==> src/rtl/te_l1_pkg.sv <==
package te_l1_pkg;

  localparam logic [3:0] CMD_CLK_ON       = 4'b0000;
  localparam logic [3:0] CMD_L1_RESET     = 4'b0001;
  localparam logic [3:0] CMD_PULSE_SINGLE = 4'b0010;
  localparam logic [3:0] CMD_PULSE_CONT   = 4'b0100;
  localparam logic [3:0] CMD_ACT_P8       = 4'b1000;
  localparam logic [3:0] CMD_ACT_P10      = 4'b1001;
  localparam logic [3:0] CMD_LOOPBACK     = 4'b1010;
  localparam logic [3:0] CMD_DEACT        = 4'b1111;

  localparam logic [3:0] IND_NET_DEACT    = 4'b0000;
  localparam logic [3:0] IND_LEVEL        = 4'b0100;
  localparam logic [3:0] IND_CLK_ON       = 4'b0111;
  localparam logic [3:0] IND_INFO2        = 4'b1000;
  localparam logic [3:0] IND_TEST         = 4'b1010;
  localparam logic [3:0] IND_TEST_AWAKE   = 4'b1011;
  localparam logic [3:0] IND_ACT_P8       = 4'b1100;
  localparam logic [3:0] IND_ACT_P10      = 4'b1101;
  localparam logic [3:0] IND_CLK_OFF      = 4'b1111;

  typedef enum logic [3:0] {
    ST_RESET, ST_CLK_OFF, ST_IDLE, ST_AWAIT, ST_IDENT,
    ST_SYNC, ST_ACTIVE, ST_LOST, ST_TEST
  } l1_state_e;

  typedef enum logic [1:0] {
    TX_INFO0 = 2'b00, TX_INFO1 = 2'b01, TX_TEST = 2'b10, TX_INFO3 = 2'b11
  } tx_sel_e;

  typedef enum logic [1:0] {
    TM_NONE, TM_SINGLE, TM_CONT, TM_LOOP
  } test_mode_e;

  typedef struct packed {
    logic clk_on;
    logic l1_reset;
    logic single;
    logic cont;
    logic act8;
    logic act10;
    logic loopb;
    logic deact;
  } cmd_dec_t;

  typedef struct packed {
    logic info0;
    logic info2;
    logic info4;
    logic level;
    logic sync;
  } rx_flags_t;

endpackage

==> src/rtl/te_rst_sync.sv <==
module te_rst_sync #(
  parameter int STAGES = 2
) (
  input  logic clk,
  input  logic rst_n,
  output logic rst_sn
);
  logic [STAGES-1:0] chain_q;

  always_ff @(posedge clk or negedge rst_n) begin
    if (!rst_n) chain_q <= '0;
    else        chain_q <= {chain_q[STAGES-2:0], 1'b1};
  end

  assign rst_sn = chain_q[STAGES-1];
endmodule

==> src/rtl/te_cmd_decode.sv <==
module te_cmd_decode
  import te_l1_pkg::*;
(
  input  logic       wr,
  input  logic [3:0] code,
  output cmd_dec_t   dec
);
  always_comb begin
    dec = '0;
    if (wr) begin
      unique case (code)
        CMD_CLK_ON:       dec.clk_on   = 1'b1;
        CMD_L1_RESET:     dec.l1_reset = 1'b1;
        CMD_PULSE_SINGLE: dec.single   = 1'b1;
        CMD_PULSE_CONT:   dec.cont     = 1'b1;
        CMD_ACT_P8:       dec.act8     = 1'b1;
        CMD_ACT_P10:      dec.act10    = 1'b1;
        CMD_LOOPBACK:     dec.loopb    = 1'b1;
        CMD_DEACT:        dec.deact    = 1'b1;
        default:          dec          = '0;
      endcase
    end
  end
endmodule

==> src/rtl/te_act_fsm.sv <==
module te_act_fsm
  import te_l1_pkg::*;
(
  input  logic       clk,
  input  logic       rst_sn,
  input  cmd_dec_t   cmd,
  input  rx_flags_t  rx,
  output l1_state_e  st_q,
  output l1_state_e  st_d,
  output logic       prio_q,
  output logic       prio_d,
  output logic       drd_d,
  output test_mode_e tm_q
);
  logic       drd_q;
  test_mode_e tm_d;
  logic       any_cmd;
  logic       any_act;
  logic       line_wake;

  always_comb begin
    any_cmd   = |cmd;
    any_act   = cmd.act8 | cmd.act10;
    line_wake = rx.level & ~rx.info0;
  end

  always_comb begin
    st_d   = st_q;
    prio_d = prio_q;
    drd_d  = drd_q & ~any_cmd;
    tm_d   = tm_q;
    if (cmd.l1_reset) begin
      st_d = ST_RESET;
      tm_d = TM_NONE;
    end else if (st_q == ST_RESET) begin
      if (cmd.clk_on) st_d = ST_IDLE;
    end else if (cmd.deact) begin
      st_d = ST_CLK_OFF;
      tm_d = TM_NONE;
    end else begin
      if (any_act && (st_q inside {ST_AWAIT, ST_IDENT, ST_SYNC, ST_ACTIVE, ST_LOST}))
        prio_d = cmd.act10;
      unique case (st_q)
        ST_CLK_OFF: begin
          if (cmd.clk_on) st_d = ST_IDLE;
          else if (any_act) begin
            st_d   = ST_AWAIT;
            prio_d = cmd.act10;
          end else if (line_wake) st_d = ST_IDENT;
        end
        ST_IDLE: begin
          if (any_act) begin
            st_d   = ST_AWAIT;
            prio_d = cmd.act10;
          end else if (cmd.single) begin
            st_d = ST_TEST;
            tm_d = TM_SINGLE;
          end else if (cmd.cont) begin
            st_d = ST_TEST;
            tm_d = TM_CONT;
          end else if (cmd.loopb) begin
            st_d = ST_TEST;
            tm_d = TM_LOOP;
          end else if (line_wake) st_d = ST_IDENT;
        end
        ST_TEST: begin
          if (cmd.clk_on) begin
            st_d = ST_IDLE;
            tm_d = TM_NONE;
          end else if (cmd.single) tm_d = TM_SINGLE;
          else if (cmd.cont)       tm_d = TM_CONT;
          else if (cmd.loopb)      tm_d = TM_LOOP;
        end
        ST_AWAIT: begin
          if (!rx.info0) begin
            if (rx.sync && rx.info4)      st_d = ST_ACTIVE;
            else if (rx.sync && rx.info2) st_d = ST_SYNC;
            else if (rx.level)            st_d = ST_IDENT;
          end
        end
        ST_IDENT, ST_LOST: begin
          if (rx.info0) begin
            st_d  = ST_IDLE;
            drd_d = 1'b1;
          end else if (rx.sync && rx.info4) st_d = ST_ACTIVE;
          else if (rx.sync && rx.info2)     st_d = ST_SYNC;
        end
        ST_SYNC: begin
          if (rx.info0) begin
            st_d  = ST_IDLE;
            drd_d = 1'b1;
          end else if (!rx.sync) st_d = ST_LOST;
          else if (rx.info4)     st_d = ST_ACTIVE;
        end
        ST_ACTIVE: begin
          if (rx.info0) begin
            st_d  = ST_IDLE;
            drd_d = 1'b1;
          end else if (!rx.sync) st_d = ST_LOST;
          else if (rx.info2)     st_d = ST_SYNC;
        end
        default: st_d = st_q;
      endcase
    end
    if (st_d != ST_IDLE) drd_d = 1'b0;
  end

  always_ff @(posedge clk or negedge rst_sn) begin
    if (!rst_sn) begin
      st_q   <= ST_RESET;
      prio_q <= 1'b0;
      drd_q  <= 1'b0;
      tm_q   <= TM_NONE;
    end else begin
      st_q   <= st_d;
      prio_q <= prio_d;
      drd_q  <= drd_d;
      tm_q   <= tm_d;
    end
  end

  // reset state is left only through the enable-clock command
  a_r2_reset_sticky: assert property (@(posedge clk) disable iff (!rst_sn)
    (st_q == ST_RESET && !cmd.clk_on) |=> (st_q == ST_RESET));

  // layer-1 reset command always lands in the reset state
  a_r11_reset_cmd: assert property (@(posedge clk) disable iff (!rst_sn)
    cmd.l1_reset |=> (st_q == ST_RESET));

  // deactivate outside reset always reaches clock-off
  a_r10_deact: assert property (@(posedge clk) disable iff (!rst_sn)
    (cmd.deact && st_q != ST_RESET) |=> (st_q == ST_CLK_OFF));

  // a test mode is only held inside the test state
  a_r12_mode_in_test: assert property (@(posedge clk) disable iff (!rst_sn)
    (tm_q != TM_NONE) |-> (st_q == ST_TEST));
endmodule

==> src/rtl/te_ind_gen.sv <==
module te_ind_gen
  import te_l1_pkg::*;
(
  input  logic       clk,
  input  logic       rst_sn,
  input  l1_state_e  st_d,
  input  logic       prio_d,
  input  logic       drd_d,
  input  logic       rx_level,
  output logic [3:0] ind_code,
  output logic       ind_valid
);
  logic [3:0] ind_q;
  logic [3:0] ind_want;
  logic       ind_load;

  always_comb begin
    unique case (st_d)
      ST_CLK_OFF:        ind_want = IND_CLK_OFF;
      ST_IDLE:           ind_want = drd_d ? IND_NET_DEACT : IND_CLK_ON;
      ST_AWAIT:          ind_want = IND_CLK_ON;
      ST_IDENT, ST_LOST: ind_want = IND_LEVEL;
      ST_SYNC:           ind_want = IND_INFO2;
      ST_ACTIVE:         ind_want = prio_d ? IND_ACT_P10 : IND_ACT_P8;
      ST_TEST:           ind_want = rx_level ? IND_TEST_AWAKE : IND_TEST;
      default:           ind_want = ind_q;
    endcase
    ind_load = (st_d != ST_RESET) && (ind_want != ind_q);
  end

  always_ff @(posedge clk or negedge rst_sn) begin
    if (!rst_sn) begin
      ind_q     <= IND_CLK_OFF;
      ind_valid <= 1'b0;
    end else begin
      ind_valid <= ind_load;
      if (ind_load) ind_q <= ind_want;
    end
  end

  assign ind_code = ind_q;

  // a strobe always carries a new code
  a_r14_strobe_new: assert property (@(posedge clk) disable iff (!rst_sn)
    ind_valid |-> (ind_code != $past(ind_code)));

  // a code change is always strobed
  a_r14_change_strobed: assert property (@(posedge clk) disable iff (!rst_sn)
    (ind_code != $past(ind_code)) |-> ind_valid);

  // nothing is reported while heading into reset
  a_r2_quiet_reset: assert property (@(posedge clk) disable iff (!rst_sn)
    (st_d == ST_RESET) |=> !ind_valid);
endmodule

==> src/rtl/te_pulse_gen.sv <==
module te_pulse_gen
  import te_l1_pkg::*;
#(
  parameter int SINGLE_TICKS = 96
) (
  input  logic       clk,
  input  logic       rst_sn,
  input  test_mode_e tm,
  input  logic       ref_tick,
  output logic       pulse_p,
  output logic       pulse_n
);
  localparam int CW = $clog2(SINGLE_TICKS);
  localparam logic [CW-1:0] LAST = CW'(SINGLE_TICKS - 1);

  test_mode_e    mode_q;
  logic [CW-1:0] cnt_q, cnt_d;
  logic          pol_q, pol_d;
  logic          p_d, n_d;
  logic          fire;
  logic          restart;

  always_comb begin
    restart = (tm != mode_q);
    fire    = ref_tick && ((mode_q == TM_CONT) ||
                           (mode_q == TM_SINGLE && cnt_q == '0));
    cnt_d   = cnt_q;
    pol_d   = pol_q;
    p_d     = 1'b0;
    n_d     = 1'b0;
    if (restart) begin
      cnt_d = '0;
      pol_d = 1'b0;
    end else begin
      p_d = fire & ~pol_q;
      n_d = fire & pol_q;
      if (fire) pol_d = ~pol_q;
      if (ref_tick && mode_q == TM_SINGLE)
        cnt_d = (cnt_q == LAST) ? '0 : cnt_q + 1'b1;
    end
  end

  always_ff @(posedge clk or negedge rst_sn) begin
    if (!rst_sn) begin
      mode_q  <= TM_NONE;
      cnt_q   <= '0;
      pol_q   <= 1'b0;
      pulse_p <= 1'b0;
      pulse_n <= 1'b0;
    end else begin
      mode_q  <= tm;
      cnt_q   <= cnt_d;
      pol_q   <= pol_d;
      pulse_p <= p_d;
      pulse_n <= n_d;
    end
  end

  // never both polarities at once
  a_r13_one_polarity: assert property (@(posedge clk) disable iff (!rst_sn)
    !(pulse_p && pulse_n));

  // no pulse outside the two pulse modes
  a_r13_idle_quiet: assert property (@(posedge clk) disable iff (!rst_sn)
    (mode_q != TM_SINGLE && mode_q != TM_CONT) |=> !(pulse_p || pulse_n));

  // a pulse follows a tick
  a_r13_after_tick: assert property (@(posedge clk) disable iff (!rst_sn)
    (pulse_p || pulse_n) |-> $past(ref_tick));
endmodule

==> src/rtl/te_l1_activation.sv <==
module te_l1_activation
  import te_l1_pkg::*;
#(
  parameter int SINGLE_TICKS = 96,
  parameter int RST_STAGES   = 2
) (
  input  logic       clk,
  input  logic       rst_n,
  input  logic       cmd_wr,
  input  logic [3:0] cmd_code,
  input  logic       rx_info0,
  input  logic       rx_info2,
  input  logic       rx_info4,
  input  logic       rx_level,
  input  logic       rx_sync,
  input  logic       ref_tick,
  output logic [3:0] ind_code,
  output logic       ind_valid,
  output logic [1:0] tx_sel,
  output logic       clk_en,
  output logic       det_en,
  output logic       loop_en,
  output logic       d_prio,
  output logic       pulse_p,
  output logic       pulse_n
);
  logic       rst_sn;
  cmd_dec_t   cmd;
  rx_flags_t  rx;
  l1_state_e  st_q, st_d;
  logic       prio_q, prio_d, drd_d;
  test_mode_e tm_q;
  tx_sel_e    tx_e;

  assign rx = '{info0: rx_info0, info2: rx_info2, info4: rx_info4,
                level: rx_level, sync: rx_sync};

  te_rst_sync #(.STAGES(RST_STAGES)) u_rst (
    .clk(clk), .rst_n(rst_n), .rst_sn(rst_sn));

  te_cmd_decode u_dec (.wr(cmd_wr), .code(cmd_code), .dec(cmd));

  te_act_fsm u_fsm (
    .clk(clk), .rst_sn(rst_sn), .cmd(cmd), .rx(rx),
    .st_q(st_q), .st_d(st_d), .prio_q(prio_q), .prio_d(prio_d),
    .drd_d(drd_d), .tm_q(tm_q));

  te_ind_gen u_ind (
    .clk(clk), .rst_sn(rst_sn), .st_d(st_d), .prio_d(prio_d),
    .drd_d(drd_d), .rx_level(rx_level),
    .ind_code(ind_code), .ind_valid(ind_valid));

  te_pulse_gen #(.SINGLE_TICKS(SINGLE_TICKS)) u_pulse (
    .clk(clk), .rst_sn(rst_sn), .tm(tm_q), .ref_tick(ref_tick),
    .pulse_p(pulse_p), .pulse_n(pulse_n));

  always_comb begin
    unique case (st_q)
      ST_AWAIT:           tx_e = TX_INFO1;
      ST_SYNC, ST_ACTIVE: tx_e = TX_INFO3;
      ST_TEST:            tx_e = TX_TEST;
      default:            tx_e = TX_INFO0;
    endcase
    tx_sel  = tx_e;
    clk_en  = (st_q != ST_RESET) && (st_q != ST_CLK_OFF);
    det_en  = (st_q != ST_RESET);
    loop_en = (st_q == ST_TEST) && (tm_q == TM_LOOP);
    d_prio  = prio_q;
  end

  // reset state never transmits anything but INFO 0 at the port
  a_r11_reset_tx: assert property (@(posedge clk) disable iff (!rst_sn)
    $past(cmd.l1_reset) |-> (tx_sel == 2'b00 && !det_en));
endmodule

==> config.mk <==
export PLATFORM = sky130hd
export DESIGN_NAME = te_l1_activation
export DESIGN_NICKNAME = d
export VERILOG_FILES = /design/src/rtl/te_l1_pkg.sv /design/src/rtl/te_rst_sync.sv /design/src/rtl/te_cmd_decode.sv /design/src/rtl/te_act_fsm.sv /design/src/rtl/te_ind_gen.sv /design/src/rtl/te_pulse_gen.sv /design/src/rtl/te_l1_activation.sv
export SDC_FILE = /design/constraint.sdc
export NUM_CORES = 1
export LEC_CHECK = 0
export ABC_AREA = 0
export ABC_CLOCK_PERIOD_IN_PS = 1720
export BUFFER_PORTS_ARGS = -buffer_cell sky130_fd_sc_hd__buf_2
export CELL_PAD_IN_SITES_DETAIL_PLACEMENT = 1
export CELL_PAD_IN_SITES_GLOBAL_PLACEMENT = 2
export CORE_UTILIZATION = 35
export CTS_CLUSTER_DIAMETER = 120
export CTS_CLUSTER_SIZE = 10
export DETAILED_ROUTE_END_ITERATION = 8
export PLACE_DENSITY_LB_ADDON = 0.1
export SYNTH_ARGS = -nofsm -noshare
export SYNTH_HDL_FRONTEND = slang
export SYNTH_SLANG_ARGS = --single-unit
export TNS_END_PERCENT = 1
==> constraint.sdc <==
create_clock -name clk -period 1.72 [get_ports clk]
set_input_delay 0.258 -clock clk [delete_from_list [all_inputs] [get_ports clk]]
set_output_delay 0.258 -clock clk [all_outputs]
set_load 0.02 [all_outputs]
Word-level counts from Yosys, hierarchy flattened
Cells that the tools add are included.
- add/sub/neg operators: 1
- eq/ne operators: 33
- muxes and demuxes: 68
- bitwise operators: 8
- reduce and logical (&&, ||, !) cells: 25
- operators by type and width (operator ; number):
    2-to-1 mux 4 bit ; 24
    case mux 4 bit (7 select lines) ; 2
    == test 4 x 3 -> 1 bit, second input constant ; 9
    2-to-1 mux 1 bit ; 26
    == test 4 bit, second input constant ; 6
    2-to-1 mux 7 bit ; 3
    == test 4 x 2 -> 1 bit, second input constant ; 5
    2-to-1 mux 2 bit ; 8
    == test 4 x 1 -> 1 bit, second input constant ; 3
    nonzero test 4 bit ; 3
    logical AND 1 bit ; 9
    logical NOT 4 bit ; 2
    2-to-1 mux 8 bit ; 1
    OR reduction 8 bit ; 1
    adder 7 x 1 -> 7 bit, second input constant ; 1
    == test 7 bit, second input constant ; 1
    logical NOT 7 bit ; 1
    case mux 2 bit (3 select lines) ; 1
    OR reduction 2 bit ; 3
    nonzero test 5 bit ; 1
    bitwise AND 1 bit ; 4
    == test 2 bit, second input constant ; 2
    != test 4 x 1 -> 1 bit, second input constant ; 1
    != test 4 x 2 -> 1 bit, second input constant ; 1
    other kinds (14) ; 17
- register bits after elaboration: 27
- input bits: 13
- output and inout bits: 13
- logic and storage cells: 147

Longest topological paths before layout
Gate-level depths: netlist of run 1.
- depth after elaboration: 17
- mapped depth: 12
- depth with buffers taken out: 10

Modules after synthesis
Synthesis of run 1 repeated with hierarchy kept, for this count alone.
- cells, all modules: 261
- area, all modules: 2243.4 µm²
- modules (own cells, without submodules) (module ; times used ; cells each ; area each (µm²)):
    te_act_fsm ; 1 ; 112 ; 904.6
    te_pulse_gen ; 1 ; 62 ; 605.6
    te_ind_gen ; 1 ; 57 ; 510.5
    te_l1_activation ; 1 ; 13 ; 91.3
    te_cmd_decode ; 1 ; 14 ; 77.6
    te_rst_sync ; 1 ; 3 ; 53.8

Worst setup path before layout of run 1
OpenSTA, ideal clock, no wires.
- kind: reg-to-reg
- start: reg u_fsm.st_q[1]
- end: reg u_ind.ind_valid
- library setup time: 141 ps
- arrival time: 2308 ps
- slack: -729 ps
- stages on the path, launching flop included: 11
- path buffers: 2
- period minus slack after synthesis: 2449 ps
- cell sequence: dfrtp_1 > buf_6 > buf_2 > nand3b_4 > a2111oi_4 > nor4_4 > nor2_4 > mux2i_4 > nor3_2 > a2111oi_2 > nand4b_1
- elaborated cells between the ends (all ways): 66
- classes of those cells: eq/ne: 18; mux: 40; reduce/logical: 8
- RTL lines (what ; RTL line ; text):
    start, declared ; te_act_fsm.sv:8 ; output l1_state_e st_q,
    start signal, assigned ; te_act_fsm.sv:115 ; st_q <= st_d;
    == test 4 x 3 -> 1 bit ; te_act_fsm.sv:43 ; unique case (st_q)
    OR reduction 2 bit ; te_act_fsm.sv:43 ;
    case mux 4 bit (7 select lines) ; te_act_fsm.sv:43 ;
    2-to-1 mux 4 bit ; te_act_fsm.sv:37 ; end else if (cmd.deact) begin
    2-to-1 mux 4 bit (*) ; te_act_fsm.sv:35 ; end else if (st_q == ST_RESET) begin
    2-to-1 mux 4 bit (*) ; te_act_fsm.sv:32 ; if (cmd.l1_reset) begin
    named net st_d[0] ; te_l1_activation.sv:30 ; l1_state_e st_q, st_d;
    != test 4 x 2 -> 1 bit ; te_act_fsm.sv:105 ; if (st_d != ST_IDLE) drd_d = 1'b0;
    2-to-1 mux 1 bit ; te_act_fsm.sv:105 ;
    2-to-1 mux 3 bit ; te_ind_gen.sv:20 ; ST_IDLE: ind_want = drd_d ? IND_NET_DEACT : IND_CLK_ON;
    case mux 4 bit (7 select lines) ; te_ind_gen.sv:18 ; unique case (st_d)
    != test 4 bit ; te_ind_gen.sv:28 ; ind_load = (st_d != ST_RESET) && (ind_want != ind_q);
    logical AND 1 bit (*) ; te_ind_gen.sv:28 ;
    named net u_ind.ind_load ; te_ind_gen.sv:15 ; logic ind_load;
    end signal, assigned ; te_ind_gen.sv:36 ; ind_valid <= ind_load;
    end, declared ; te_ind_gen.sv:11 ; output logic ind_valid
Mark *: on every way through the listed nets, which the timed path passes. The rest lies on a longest branch.
A chain may end at the register's enable or synchronous reset.

Worst setup path after layout of run 1
- start: reg u_fsm.st_q[0]
- end: reg u_ind.ind_valid
- longest elaborated chain between the ends: 15
- elaborated cells between the ends (all ways): 66
- classes of those cells: eq/ne: 18; mux: 40; reduce/logical: 8
- RTL lines (what ; RTL line ; text):
    2-to-1 mux 4 bit ; te_act_fsm.sv:49, te_act_fsm.sv:64 ;
    2-to-1 mux 4 bit ; te_act_fsm.sv:61 ; end else if (cmd.loopb) begin
    2-to-1 mux 4 bit ; te_act_fsm.sv:58 ; end else if (cmd.cont) begin
    2-to-1 mux 4 bit ; te_act_fsm.sv:55 ; end else if (cmd.single) begin
    2-to-1 mux 4 bit ; te_act_fsm.sv:52 ; if (any_act) begin
    case mux 4 bit (7 select lines) ; te_act_fsm.sv:43 ;
    2-to-1 mux 4 bit ; te_act_fsm.sv:37 ;
    2-to-1 mux 4 bit ; te_act_fsm.sv:35 ;
    2-to-1 mux 4 bit ; te_act_fsm.sv:32 ;
    != test 4 x 2 -> 1 bit ; te_act_fsm.sv:105 ;
    2-to-1 mux 1 bit ; te_act_fsm.sv:105 ;
    2-to-1 mux 3 bit ; te_ind_gen.sv:20 ;
    case mux 4 bit (7 select lines) ; te_ind_gen.sv:18 ;
    != test 4 bit ; te_ind_gen.sv:28 ;
    logical AND 1 bit (*) ; te_ind_gen.sv:28 ;
    named net u_ind.ind_load ; te_ind_gen.sv:15 ;
Marks and branches as above.

==> qor.txt, run 1 <==
largest buffer count on any clock path - 2
most common library cell in the layout ignoring fill and taps - buf_4
FF-to-FF End - u_ind.ind_valid
pin count of the biggest net entering global routing - 18
Routed wire per std cell - 16.71 µm
first-pass GRT wire length - 12630 µm
mean area per synthesized cell - 8.791 µm²
post-route antenna net violation count - 0
Worst EP required - 1.87 ns
result of the run - finished, violations left
Internal Power - 1049 µW
number of nets in the synthesized netlist - 286
Worst Setup Slack, final - -0.9290 ns
logic gate share of total power - 27.7%
Max Slew Vio Count - 0
std cell rows - 29
portion of synthesized cell area occupied by the leading cell type - 24.16%
routed wire length - 7555 µm
summed instance area of the synthesized netlist - 0.002382 mm²
clock latency at the later pin of the worst-skew pair - 0.28 ns
top cells by area in the synthesized netlist - dfrtp_1, dfstp_2, nand2_1, a21oi_1, nand3_1
number of warnings printed during yosys synthesis - 0
crit share post-route - 154.0%
Die Y-Extent - 84.50 µm
reg2reg start - u_fsm.st_q[0]
failing checks - DRC, setup timing
Peak Freq - 377.5 MHz
via count of the first global-routing pass - 2587
top library cells by usage in the layout, fill and taps aside - buf_4, buf_2, nand2_1
arrival time of data at the critical path endpoint - 2.80 ns
minimum clock period after layout - 2.649 ns
total congestion overflow after global routing - 0
via count of the routed design - 2440
Pwr per Cell Area - 465.9 mW/mm²
endpoints failing hold - 0
#FFs+latches synth - 27
post-layout total power - 1566 µW
sequential-to-total area share from yosys stat - 28.57%
clock share of power - 23.7%
leakage power of the design - 0.001492 µW
Worst Path Buf+Inv - 1
maximum capacitance violations - 0
worst voltage drop across the vdd grid - 0.3301 mV
number of distinct library cells after synthesis - 77
startpoint types - flop
via/cell ratio - 5.398
Area growth syn-to-layout - 41.07%
internal reg-to-reg setup slack - -0.93 ns
most used flip-flop cell after synthesis - dfrtp_1
Slowest-stage cell, CP - or4b_4
number of buffers created by CTS - 3
total of endpoints with negative setup slack in the final report - 17
CP peak stage delay - 0.59 ns
Crit. End Element - flop
sequential share of power - 48.6%
dominant delay contributor by cell family on the critical path - compound AO/OA/AOI/OAI gates
number of enable-type register cells in the synthesized netlist - 0
number of search-and-repair iterations in the first detailed-routing pass - 6
clock root buffer master - clkbuf_8
RSZ-0062 raised after global routing - true
number of violations reported at the end of detailed-routing iteration 0 - 62
all-layer global routing usage - 22.17%
count of nets after finishing - 391
area of the die - 0.007140 mm²
crit path max fanout - 5
initial standard-cell utilization of the core - 36.88%
Setup Slack @ Placement - -1.065 ns
count of mapped cells out of synthesis - 271
switching share of power - 32.97%
logic depth of the worst register-to-register path - 9
number of port buffers - 25
Fillers - 789
layout cells sized above 1 - 46.13%
H-tree depth reported by CTS - 1
share of flip-flops with an asynchronous set or reset after synthesis - 100.0%
routability cong. - 0.9201
Post-DP HPWL - 5883 µm
antenna diode count - 0
drt drc - 2
number of antenna violations at the first check in global routing - 0
clock tree from TritonCTS - built
critical path depth in cells - 9
power dissipated by switching net loads - 516.1 µW
kind of critical path - flop to flop
cell-by-cell trace of the critical path - or4b_4 -> o311ai_4 -> o31a_1 -> a211oi_1 -> buf_4 -> nand3b_4 -> a21oi_1 -> a2111oi_2 -> nand4b_1
core area - 0.006459 mm²
clock sink count - 27
clock transition time at the flip-flop clock pins of the worst setup and hold paths - 0.10 ns
path category of the worst min-delay check - flop to async pin
final clock skew - 0.01252 ns
dominant cell type by area after synthesis - dfrtp_1
Top Ports - 26
Die X - 84.50 µm
==> area by class of cell <==
cell class	count	area, µm²	share of cell area [%]
Inverter	15	58.81	1.750
Clock buffer	3	41.29	1.229
Sequential cell	27	684.4	20.36
Multi-Input combinational cell	215	1657	49.29
Tap cell	77	96.34	2.867
Clock inverter	1	7.507	0.2234
Timing Repair Buffer	114	815.8	24.27
==> kinds of logic after synthesis <==
| group | count (synthesis) | share of synthesized area (%) |
|---|---|---|
| simple gates | 125 | 31.88 |
| mux | 2 | 1.418 |
| flops | 27 | 28.57 |
| xor+xnor | 10 | 3.677 |
| fa+ha+maj | 2 | 1.050 |
| compound gates | 75 | 26.52 |
| other cells | 1 | 0.1574 |
| buf+inv | 29 | 6.723 |
==> power groups by stage <==
| stage | Sequential (µW) | Combinational [µW] | Clock [µW] |
|---|---|---|---|
| 2_1_floorplan | 795 | 223 | 0 |
| 3_3_place_gp | 774 | 417 | 0 |
| 3_5_place_dp | 776 | 425 | 0 |
| 4_1_cts | 764 | 434 | 393 |
| 5_1_grt | 773 | 483 | 415 |
| 6_report | 761 | 433 | 372 |
==> worst reg2reg max path, stage by stage (launching register included) <==
cell	delay, ns
dfrtp_2	0.47
or4b_4	0.60
o311ai_4	0.35
o31a_1	0.27
a211oi_1	0.07
buf_4	0.17
nand3b_4	0.08
a21oi_1	0.05
a2111oi_2	0.34
nand4b_1	0.13
==> how the worst max path moves through the flow <==
stage | start | end
2_1_floorplan | u_fsm.st_q[0] | u_ind.ind_valid
3_3_place_gp | u_fsm.st_q[0] | u_ind.ind_valid
3_5_place_dp | u_fsm.st_q[0] | u_ind.ind_valid
4_1_cts | u_fsm.st_q[0] | u_ind.ind_valid
5_1_grt | u_fsm.st_q[1] | u_ind.ind_valid
6_report | u_fsm.st_q[0] | u_ind.ind_valid
==> per-stage QoR <==
stage                     setup TNS (ns)  instance area [µm²]  std cells  util, %  hold slack (ns)
after global placement            -7.694                 3157        440    48.88          0.04329
after CTS                         -7.332                 3302        446    51.12           0.1847
after detailed placement          -8.123                 3157        440    48.88          0.04407
after global routing              -9.566                 3361        452    52.03           0.2200
final                             -7.786                 3361        452    52.03           0.1684
after floorplan                   -3.464                 2426        271        -         -0.03759
==> repair_timing <==
| item | 4_1_cts | 5_1_grt |
|---|---|---|
| buffers inserted | 1 | 6 |
| hold endpoints to repair | 2 | 0 |
| pin swaps | 7 | 5 |
| endpoints found under the setup margin | 17 | 17 |
| hold buffers | 1 | 0 |
| gates resized for setup | 16 | 7 |
==> layer usage <==
metal / part of all wire, % / vias to the layer above / GRT usage, %
met2: 48 / 43 / 37.92
met4: 1.2 / 0 / 5.085
met3: 3.6 / 12 / 3.835
li1: - / 1210 / -
met5: 0 / - / 0
met1: 47 / 1175 / 29.24
==> Yosys cell counts (3+ instances only) <==
cell and n:
a21oi_1 16, a211oi_1 3, xnor2_1 7, or2_1 3, o211ai_1 4, nor2_1 21, nand2_1 23, dfstp_2 4
o21a_1 3, buf_2 5, nor2b_1 5, buf_6 6, inv_1 13, nor3_1 11, nor4_1 3, o21ai_0 13
a31oi_1 3, and3_1 4, nand2b_1 7, nand3_1 16, xor2_1 3, nor3b_1 4, clkbuf_1 3, nand4b_1 5
dfrtp_1 23
==> state kept, by name, indices dropped and copies added (netlist names) <==
register	flops
u_ind.ind_valid	1
u_pulse.mode_q	2
u_pulse.pol_q	1
u_pulse.pulse_n	1
u_pulse.cnt_q	7
u_fsm.st_q	4
u_fsm.drd_q	1
u_ind.ind_code	4
u_pulse.pulse_p	1
u_fsm.tm_q	2
u_rst.chain_q	2
u_fsm.prio_q	1
Power figures use the tool's default switching activity.
==> run 2, diff against run 1 <==
--- a/config.mk
+++ b/config.mk
@@ -16,2 +16,3 @@
 export DETAILED_ROUTE_END_ITERATION = 8
+export HOLD_SLACK_MARGIN = 0.05
 export PLACE_DENSITY_LB_ADDON = 0.1
@@ -19,2 +20,3 @@
 export SYNTH_HDL_FRONTEND = slang
+export SYNTH_HIERARCHICAL = 1
 export SYNTH_SLANG_ARGS = --single-unit
==> constraint.sdc (replaced) <==
create_clock -name clk -period 1.72 [get_ports clk]
set_input_delay 0.43 -clock clk [delete_from_list [all_inputs] [get_ports clk]]
set_output_delay 0.43 -clock clk [all_outputs]
set_load 0.02 [all_outputs]
==> run 2 against run 1 <==
Effect of this change:
- the flow finishes with violations (setup timing)
- flip-flop and latch count is the same
- final area decreased by 6.0%
- setup slack worse by 0.13 ns
- first-iteration DRC count grew 63%
- sequential power up 47%
- critical path type unchanged
- largest cell class unchanged
- highest routed layer unchanged
==> qor.txt, run 2 <==
result of the run - finished, violations left
failing checks - setup timing
Worst EP required - 1.85 ns
Area growth syn-to-layout - 40.88%
pin count of the biggest net entering global routing - 26
number of port buffers - 25
Worst Setup Slack, final - -1.061 ns
via count of the first global-routing pass - 2300
total of endpoints with negative setup slack in the final report - 15
count of mapped cells out of synthesis - 261
layout cells sized above 1 - 42.33%
endpoints failing hold - 0
internal reg-to-reg setup slack - -1.06 ns
Routed wire per std cell - 16.12 µm
drt drc - 0
RSZ-0062 raised after global routing - true
number of distinct library cells after synthesis - 80
routability cong. - 0.9651
clock sink count - 27
Max Slew Vio Count - 0
clock root buffer master - clkbuf_8
first-pass GRT wire length - 11300 µm
top library cells by usage in the layout, fill and taps aside - buf_4, buf_2, nand2_1
share of flip-flops with an asynchronous set or reset after synthesis - 100.0%
maximum capacitance violations - 0
#FFs+latches synth - 27
number of standard cells in the final layout excluding fillers - 427
logic depth of the worst register-to-register path - 10
mean area per synthesized cell - 8.595 µm²
summed instance area of the synthesized netlist - 0.002243 mm²
number of buffers created by CTS - 3
arrival time of data at the critical path endpoint - 2.91 ns
area of the die - 0.006734 mm²
largest buffer count on any clock path - 2
most flop-heavy register - u_pulse/cnt_q
number of flip-flops in the largest register - 7
crit share post-route - 161.7%
Post-DP HPWL - 5208 µm
final clock skew - 0.003927 ns
count of nets after finishing - 368
Fin Hold WS - 0.2303 ns
Top Ports - 26
number of cells in the design after placement - 418
number of antenna violations at the first check in global routing - 0
most common cell in the synthesized netlist - dfrtp_1
most used flip-flop cell after synthesis - dfrtp_1
leakage power of the design - 0.001380 µW
total congestion overflow after global routing - 0
H-tree depth reported by CTS - 1
kind of critical path - flop to flop
Peak Freq - 359.6 MHz
FF-to-FF End - u_ind/ind_valid
post-route antenna net violation count - 0
dominant cell type by area after synthesis - dfrtp_1
portion of synthesized cell area occupied by the leading cell type - 25.66%
worst voltage drop across the vdd grid - 1.008 mV
minimum clock period after layout - 2.781 ns
core area - 0.006061 mm²
Crit. End Element - flop
std cell rows - 28
crit path max fanout - 7
via count of the routed design - 2314
initial standard-cell utilization of the core - 37.01%
via/cell ratio - 5.419
sequential-to-total area share from yosys stat - 30.34%
clock transition time at the flip-flop clock pins of the worst setup and hold paths - 0.09 ns
number of violations reported at the end of detailed-routing iteration 0 - 101
routed wire length - 6883 µm
reg2reg start - u_fsm/st_q[3]
number of search-and-repair iterations in the first detailed-routing pass - 4
number of nets in the synthesized netlist - 276
most common library cell in the layout ignoring fill and taps - buf_4
clock tree from TritonCTS - built
all-layer global routing usage - 21.87%
Die X - 82.06 µm
clock latency at the later pin of the worst-skew pair - 0.27 ns
Fillers - 738
number of warnings printed during yosys synthesis - 6
path category of the worst min-delay check - flop to async pin
Pwr per Cell Area - 1934 mW/mm²
top cells by area in the synthesized netlist - dfrtp_1, dfstp_2, nand2_1, nor2_1, a21oi_1
Die Y-Extent - 82.06 µm
antenna diode count - 0
Synth top cells by count - dfrtp_1, nand2_1, nor2_1, a21oi_1
startpoint types - flop
number of enable-type register cells in the synthesized netlist - 0
-- run 2: logic make-up (layout without fill, tap and decap cells) --
kind of cell	count (synthesis)	in the layout	share of synthesized area (%)
XOR/XNOR	10	10	3.904
multiplexers	4	4	2.008
other	1	1	0.1672
flip-flops	27	27	30.34
buffers and inverters	26	117	6.023
AO/OA/AOI/OAI	70	70	23.09
adder cells (fa/ha/maj)	2	2	1.115
AND/OR/NAND/NOR	121	121	33.35
-- run 2: metrics by stage --
step / worst slack (ns) / power (µW) / TNS, ns / instance area [µm²] / util (%)
floorplan: -1.159 / 3774 / -6.527 / 2267 / -
global placement: -1.382 / 5276 / -10.04 / 2929 / 48.33
global route: -1.241 / 6586 / -8.910 / 3161 / 52.15
finish: -1.061 / 6111 / -7.279 / 3161 / 52.15
CTS: -1.086 / 5982 / -7.204 / 3095 / 51.07
detailed placement: -1.481 / 5370 / -10.96 / 2929 / 48.33
-- run 2: final cells by class --
type / count / area [µm²] / area share, %
clock buffers: 4 / 45.04 / 1.425
inverters: 12 / 45.04 / 1.425
multi-input cells: 208 / 1551 / 49.09
flip-flops and latches: 27 / 685.7 / 21.69
well taps: 75 / 93.84 / 2.969
repair buffers: 101 / 739.5 / 23.40
-- run 2: critical path: stages (launching register included) --
cell,delay [ns]
dfrtp_2,0.48
nor2_2,0.16
a31oi_1,0.10
or4_4,0.52
a311oi_2,0.31
buf_4,0.21
nor4b_4,0.06
nand3b_1,0.16
o211ai_2,0.09
a222oi_1,0.37
o2111ai_1,0.18
-- run 2: what timing repair did --
action                                 CTS  global route
setup endpoints to repair               18            21
setup buffers                            1             2
gates cloned                             1             0
pin swaps                               15             7
endpoints found under the hold margin    2             0
resized for setup                       29            11
hold buffers                             1             0
-- run 2: where the power goes --
part	internal [µW]	total, µW	switching (µW)
registers	864	1120	259
logic	2360	4620	2270
clock network	166	367	200
total	3380	6110	2730
-- run 2: worst max path at each step --
stage                  start         endpoint
6_report       u_fsm/st_q[3]  u_ind/ind_valid
5_1_grt          cmd_code[2]  u_ind/ind_valid
4_1_cts          cmd_code[2]  u_ind/ind_valid
3_5_place_dp     cmd_code[3]  u_ind/ind_valid
3_3_place_gp     cmd_code[3]  u_ind/ind_valid
2_1_floorplan    cmd_code[3]  u_ind/ind_valid
-- run 2: per-layer routing --
layer  GRT usage, %  part of all wire, %  up-vias  routed length [µm]
met5              0                    0        -                   0
met4          3.684                 0.36        0                  25
met3          3.444                  1.9        4                 131
met2          37.77                   48       22                3338
met1          28.84                   49     1137                3387
li1               -                    -     1151                   -
